--- config.mk ---
export PLATFORM = sky130hd
export DESIGN_NAME = snoop_line_ctrl
export DESIGN_NICKNAME = d
export VERILOG_FILES = /design/src/rtl/snoop_line_pkg.sv /design/src/rtl/snoop_line_next.sv /design/src/rtl/snoop_line_ctrl.sv
export SDC_FILE = /design/constraint.sdc
export NUM_CORES = 1
export LEC_CHECK = 0
export ABC_AREA = 1
export BUFFER_PORTS_ARGS = -buffer_cell sky130_fd_sc_hd__buf_4
export CORE_AREA = 3 3 40 42
export CTS_BUF_LIST = sky130_fd_sc_hd__clkbuf_4 sky130_fd_sc_hd__clkbuf_8 sky130_fd_sc_hd__clkbuf_16
export DETAILED_ROUTE_END_ITERATION = 12
export DIE_AREA = 0 0 43 45
export PLACE_DENSITY = 0.63
export SETUP_SLACK_MARGIN = 0.4
export SLEW_MARGIN = 20
export SYNTH_ARGS = -nofsm -noshare
export SYNTH_HDL_FRONTEND = slang
export SYNTH_HIERARCHICAL = 1
export SYNTH_SLANG_ARGS = --single-unit
--- constraint.sdc ---
create_clock -name clk -period 1.7 [get_ports clk]
set_input_delay 0.085 -clock clk [delete_from_list [all_inputs] [get_ports clk]]
set_output_delay 0.085 -clock clk [all_outputs]
set_load 0.03 [all_outputs]
--- src/rtl/snoop_line_pkg.sv ---
package snoop_line_pkg;
    localparam int STATE_W = 3;
    localparam int CMD_W   = 2;

    typedef enum logic [STATE_W-1:0] {
        ST_I  = 3'd0,
        ST_S  = 3'd1,
        ST_M  = 3'd2,
        ST_IS = 3'd3,
        ST_IM = 3'd4,
        ST_SM = 3'd5
    } line_st_e;

    typedef enum logic [CMD_W-1:0] {
        CMD_NONE  = 2'b00,
        CMD_READ  = 2'b01,
        CMD_READX = 2'b10,
        CMD_INV   = 2'b11
    } bus_cmd_e;

    typedef struct packed {
        line_st_e state;
        logic     bus_req;
        bus_cmd_e bus_cmd;
        logic     wb;
    } ctrl_regs_t;

    function automatic logic is_waiting(line_st_e s);
        return (s == ST_IS) || (s == ST_IM) || (s == ST_SM);
    endfunction
endpackage

--- src/rtl/snoop_line_next.sv ---
module snoop_line_next
    import snoop_line_pkg::*;
(
    input  ctrl_regs_t cur,
    input  logic       cpu_valid,
    input  logic       cpu_write,
    input  logic       bus_gnt,
    input  logic       snoop_valid,
    input  bus_cmd_e   snoop_cmd,
    output ctrl_regs_t nxt,
    output logic       stall
);
    logic snoop_kill;
    logic needs_bus;
    logic granted;

    always_comb begin
        snoop_kill = snoop_valid && (snoop_cmd == CMD_READX || snoop_cmd == CMD_INV);
        granted    = bus_gnt && cur.bus_req;
        needs_bus  = (cur.state == ST_I) || (cur.state == ST_S && cpu_write);
        stall      = is_waiting(cur.state) || (cpu_valid && (snoop_valid || needs_bus));

        nxt         = cur;
        nxt.bus_cmd = CMD_NONE;
        nxt.wb      = 1'b0;

        unique case (cur.state)
            ST_I: begin
                if (!snoop_valid && cpu_valid) begin
                    nxt.state   = cpu_write ? ST_IM : ST_IS;
                    nxt.bus_req = 1'b1;
                end
            end
            ST_S: begin
                if (snoop_valid) begin
                    if (snoop_kill) nxt.state = ST_I;
                end else if (cpu_valid && cpu_write) begin
                    nxt.state   = ST_SM;
                    nxt.bus_req = 1'b1;
                end
            end
            ST_M: begin
                if (snoop_valid && snoop_cmd == CMD_READ) begin
                    nxt.state = ST_S;
                    nxt.wb    = 1'b1;
                end else if (snoop_kill) begin
                    nxt.state = ST_I;
                    nxt.wb    = 1'b1;
                end
            end
            ST_IS: begin
                if (granted) begin
                    nxt.state   = ST_S;
                    nxt.bus_cmd = CMD_READ;
                    nxt.bus_req = 1'b0;
                end
            end
            ST_IM: begin
                if (granted) begin
                    nxt.state   = ST_M;
                    nxt.bus_cmd = CMD_READX;
                    nxt.bus_req = 1'b0;
                end
            end
            ST_SM: begin
                if (granted) begin
                    nxt.state   = ST_M;
                    nxt.bus_cmd = snoop_kill ? CMD_READX : CMD_INV;
                    nxt.bus_req = 1'b0;
                end else if (snoop_kill) begin
                    nxt.state = ST_IM;
                end
            end
            default: begin
                nxt.state   = ST_I;
                nxt.bus_req = 1'b0;
            end
        endcase
    end
endmodule

--- src/rtl/snoop_line_ctrl.sv ---
module snoop_line_ctrl
    import snoop_line_pkg::*;
(
    input  logic       clk,
    input  logic       rst_n,
    input  logic       cpu_valid,
    input  logic       cpu_write,
    output logic       cpu_stall,
    output logic       bus_req,
    input  logic       bus_gnt,
    output logic [1:0] bus_cmd,
    input  logic       snoop_valid,
    input  logic [1:0] snoop_cmd,
    output logic       snoop_wb,
    output logic [2:0] line_state
);
    localparam ctrl_regs_t RESET_VAL = '{state: ST_I, bus_req: 1'b0, bus_cmd: CMD_NONE, wb: 1'b0};

    ctrl_regs_t regs_d, regs_q;

    snoop_line_next u_next (
        .cur         (regs_q),
        .cpu_valid   (cpu_valid),
        .cpu_write   (cpu_write),
        .bus_gnt     (bus_gnt),
        .snoop_valid (snoop_valid),
        .snoop_cmd   (bus_cmd_e'(snoop_cmd)),
        .nxt         (regs_d),
        .stall       (cpu_stall)
    );

    always_ff @(posedge clk) begin
        if (!rst_n) regs_q <= RESET_VAL;
        else        regs_q <= regs_d;
    end

    assign bus_req    = regs_q.bus_req;
    assign bus_cmd    = regs_q.bus_cmd;
    assign snoop_wb   = regs_q.wb;
    assign line_state = regs_q.state;
endmodule

After elaboration in Yosys (flattened, before gate mapping)
Cells that the tools add are included.
{"block": "op_classes", "muxes": 18, "bitwise": 1, "n_reduce_logical": 18, "n_eq_ne": 16}
{"cell": "2-to-1 mux 3 bit", "count": 7}
{"cell": "case mux 3 bit (6 select lines)", "count": 1}
{"cell": "2-to-1 mux 6 bit", "count": 2}
{"cell": "2-to-1 mux 4 bit", "count": 2}
{"cell": "logical AND 1 bit", "count": 7}
{"cell": "AND reduction 7 bit", "count": 1}
{"cell": "== test 3 x 2 -> 1 bit, second input constant", "count": 2}
{"cell": "== test 3 bit, second input constant", "count": 2}
{"cell": "logical OR 1 bit", "count": 6}
{"cell": "inequality test 2 x 1 -> 1 bit, second input constant", "count": 3}
{"cell": "inequality test 2 bit, second input constant", "count": 3}
{"cell": "case mux 1 bit (6 select lines)", "count": 1}
{"cell": "case mux 2 bit (3 select lines)", "count": 1}
{"cell": "AND reduction 5 bit", "count": 1}
{"cell": "== test 2 bit, second input constant", "count": 2}
{"cell": "2-to-1 mux 1 bit", "count": 4}
{"cell": "== test 3 x 1 -> 1 bit, second input constant", "count": 1}
{"cell": "zero test 3 bit", "count": 1}
{"cell": "inequality test 3 x 1 -> 1 bit, second input constant", "count": 1}
{"cell": "inequality test 3 bit, second input constant", "count": 1}
{"cell": "== test 2 x 1 -> 1 bit, second input constant", "count": 1}
{"cell": "AND reduction 2 bit", "count": 1}
{"cell": "zero test 1 bit", "count": 1}
{"cell": "NOT 1 bit", "count": 1}
{"block": "word_totals", "wordCells": 57, "output_inout_bits": 8, "in_bits": 8, "register_bits": 7}

Logic depth before layout (Yosys ltp)
{"block": "depth", "ltp_word": 6, "ltp_mapped": 9}

Hierarchy
Netlist, hierarchy kept.
{"module": "snoop_line_next", "cells_per_inst": 63, "n_inst": 1, "seq_area_each_um2": 0.0, "area_each_um2": 275.3}
{"module": "snoop_line_ctrl", "cells_per_inst": 21, "n_inst": 1, "seq_area_each_um2": 140.1, "area_each_um2": 192.7}

Least setup slack after synthesis
OpenSTA, ideal clock, no wires.
{"block": "synth_path", "path_type": "register -> output", "startpoint": "register regs_q[4] (netlist: line_state[0])", "endpoint": "output cpu_stall", "slack_ns": 0.449, "t_required_ns": 1.615, "path_stages_with_launch": 6, "arrival_ns": 1.166, "n_path_buf": 0, "path_cell_list": "dfxtp_1 inv_1 o21ai_0 nand2_1 nand2_1 nand2_1"}
{"block": "synth_via", "elab_chain_len": 6, "word_cells_on_any_way": 12, "cone_classes": "4 x eq/ne; 8 x reduce/logical"}
{"element": "start: declaration", "line_no": "snoop_line_ctrl.sv:19", "text": "ctrl_regs_t regs_d, regs_q;"}
{"element": "start signal: assignment", "line_no": "snoop_line_ctrl.sv:34", "text": "else regs_q <= regs_d;"}
{"element": "== test 3 x 1 -> 1 bit", "line_no": "snoop_line_next.sv:20", "text": "needs_bus = (cur.state == ST_I) || (cur.state == ST_S && cpu_write);"}
{"element": "logical AND 1 bit", "line_no": "snoop_line_next.sv:20"}
{"element": "logical OR 1 bit", "line_no": "snoop_line_next.sv:20"}
{"element": "logical OR 1 bit", "line_no": "snoop_line_next.sv:21", "text": "stall = is_waiting(cur.state) || (cpu_valid && (snoop_valid || needs_bus));"}
{"element": "logical AND 1 bit", "line_no": "snoop_line_next.sv:21"}
{"element": "logical OR 1 bit *", "line_no": "snoop_line_next.sv:21"}
{"element": "end: declaration", "line_no": "snoop_line_ctrl.sv:8", "text": "output logic cpu_stall,"}
Every way passes the cells marked *; elsewhere a longest branch is shown, timed or not.

Final worst setup path
{"block": "layout_path", "startpoint": "register regs_q[5] (netlist: line_state[1])", "endpoint": "output cpu_stall"}
Same word-level chain as after synthesis.

==> metrics.md <==
| Metric | Value |
|---|---|
| Final nets | `115` |
| TNS Setup | `0 ns` |
| Type of the worst setup path | `flop to primary output` |
| Synth top cells by count | `nand2_1 (28), inv_1 (20), nor2_1 (10), dfxtp_1 (7), nand3_1 (5)` |
| Total iterations of the first detailed-routing run | `4` |
| Worst-Margin Slew | `0.204 ns` |
| Detailed Place HPWL | `884 µm` |
| Die width | `43 µm` |
| Final Hold Vio Count | `0` |
| Core Area | `0.00128 mm²` |
| CTS tree | `yes` |
| Crit path max fanout | `8` |
| Clock latency on the worst-skew pair | `0.25 ns` |
| HP Class | `input pin to flop` |
| Vias in the first global route | `495` |
| Final Cycle Share | `0.723` |
| Status | `finished, final reports clean` |
| Row count | `13` |
| Relative slew slack | `0.863` |
| Pre-CTS setup slack | `0.509 ns` |
| Initial Utilization | `0.364` |
| Vias | `551` |
| Dpl cell area | `599 µm²` |
| Clock Skew | `0.00242 ns` |
| Global-route met2 utilization | `0.216` |
| GRT busiest layer | `met2` |
| Fin worst setup slack | `0.471 ns` |
| Required time of the worst setup path | `1.62 ns` |
| Fraction of layout cells with a size suffix above 1 | `0.321` |
| First-pass GRT wire length | `1970 µm` |
| Yosys reg bits | `7` |
| Unique masters post-synth | `13` |
| H-Tree Depth | `1` |
| GRT Total Usage | `0.135` |
| Tmin final | `1.23 ns` |
| Drc violations | `0` |
| Setup violators final | `0` |
| # IOs | `16` |
| Register area | `151 µm²` |
| PortBufs | `15` |
| # fillers | `149` |
| Leading area contributor after synthesis | `dfxtp_1` |
| Post-synth ARST share | `0` |
| Leak | `0.430 nW` |
| Clock sink count | `7` |
| CP Capture Type | `primary output` |
| Mapped Cells | `84` |
| Syn nets | `92` |
| Hold bufs inserted after CTS | `0` |
| Number of synthesized flops with an enable pin | `0` |
| RSZ-0062 raised after global routing | `false` |
| Met3 Track Usage GR | `0.0637` |
| Tot Pwr | `0.477 mW` |
| CTS Buffer Depth | `2` |
| Max-Cap Viols | `0` |
| Root Driver | `clkbuf_4` |
| Syn. warnings | `6` |
| Vert. Die Dim | `45 µm` |
| DRT antenna net count | `0` |
| Post-route cell area | `684 µm²` |
| TritonCTS Buffers | `3` |
| Multi-input logic area | `267 µm²` |
| Synthesized area per cell | `5.57 µm²` |
| Met1 GRT Util | `0.164` |
| N_diodes | `0` |
| Reg clk slew, reported paths | `0.05 ns` |
| Critical Path Source Type | `flop` |
| Grt total ovfl | `0` |
| Final wirelength | `1160 µm` |
| DIE AREA | `0.00194 mm²` |
| Post-synth top area share | `0.299` |
| Placer Congestion | `0.805` |
| Area contributors post-synth | `dfxtp_1 (30%), nand2_1 (22%), inv_1 (16%), nor2_1 (8.0%), nand3_1 (5.3%)` |
| Synth-to-layout area growth | `46.3%` |
| CP arrival | `1.14 ns` |
| Initial antenna violation count | `0` |
| Sequential area share after synthesis | `0.299` |
| WL per Instance | `9.56 µm` |
| Worst ir drop on vdd | `0.587 mV` |
| Synthesized area | `468 µm²` |
| PwrDens | `697 mW/mm²` |
| Post-synth top flop | `dfxtp_1` |
| Max Fclk | `814 MHz` |
| Iter 0 DRT Violations | `12` |
| Vias/cell | `4.55` |
| Cell with the most instances after synthesis | `nand2_1` |
| Final number of max-transition violations | `0` |
| Largest net degree at the start of global routing | `9` |
## report_power, final
part	total [mW]	switching [mW]	internal (mW)
registers	0.184	0.0142	0.170
clock network	0.168	0.0629	0.106
logic	0.124	0.0735	0.0505
## through the flow
stage | instances | hold slack, ns | util
6_report | 121 | 0.0662 | 0.533
5_1_grt | 121 | 0.0740 | 0.533
4_1_cts | 118 | 0.0599 | 0.497
3_5_place_dp | 114 | 0.327 | 0.466
3_3_place_gp | 114 | 0.324 | 0.466
2_1_floorplan | 84 | 0.178 | -
## worst paths after layout
path,from,to,slack [ns],cells past startpoint
worst min-delay path,rst_n,line_state[2],0.07,3
worst min register to register,line_state[2],line_state[2],0.60,3
worst max-delay path,line_state[1],cpu_stall,0.47,6
worst max register to register,bus_req,line_state[1],0.62,7
## cells in the final DEF, fill, tap and decap left out, drive strengths merged
| master | n |
|---|---|
| nand2 | 28 |
| o31ai | 1 |
| nand4 | 4 |
| o21ai | 3 |
| nor2 | 13 |
| clkbuf | 4 |
| nand3 | 5 |
| inv | 21 |
| a21oi | 1 |
| buf | 18 |
| dfxtp | 7 |
| nor3 | 1 |
## per-layer routing
layer	part of all wire	up-vias	wire, µm
li1	-	296	-
met2	0.49	12	571
met5	0	-	0
met3	0.063	0	73
met1	0.44	243	512
met4	0	0	0
## cell type report
class | instances | area share
Clock buffer | 4 | 0.0439
Inverter | 21 | 0.115
Multi-Input combinational cell | 56 | 0.389
Sequential cell | 7 | 0.221
Tap cell | 15 | 0.0274
Timing Repair Buffer | 18 | 0.203
## critical path: stages, from the launching register on
cell and delay (ns):
dfxtp_4 0.38, nor2_4 0.13, o21ai_1 0.07, nand2_1 0.05
nand2_1 0.05, nand2_1 0.07, buf_6 0.13
## timing repair
| action | 4_1_cts | 5_1_grt |
|---|---|---|
| setup buffers | 0 | 3 |
| gates resized for setup | 6 | 8 |
| pin swaps | 0 | 1 |
| endpoints found under the setup margin | 1 | 1 |
## cells by family (layout without fill, tap and decap cells)
| group | count (synthesis) | in the layout | share of synthesized area |
|---|---|---|---|
| compound gates | 5 | 5 | 0.0588 |
| flops | 7 | 7 | 0.299 |
| simple gates | 51 | 51 | 0.473 |
| buf+inv | 21 | 43 | 0.168 |
## registers in the layout, indices dropped and copies added (netlist names)
| name | cells |
|---|---|
| line_state | 3 |
| bus_cmd | 2 |
| bus_req | 1 |
| snoop_wb | 1 |
Power figures use the tool's default switching activity.
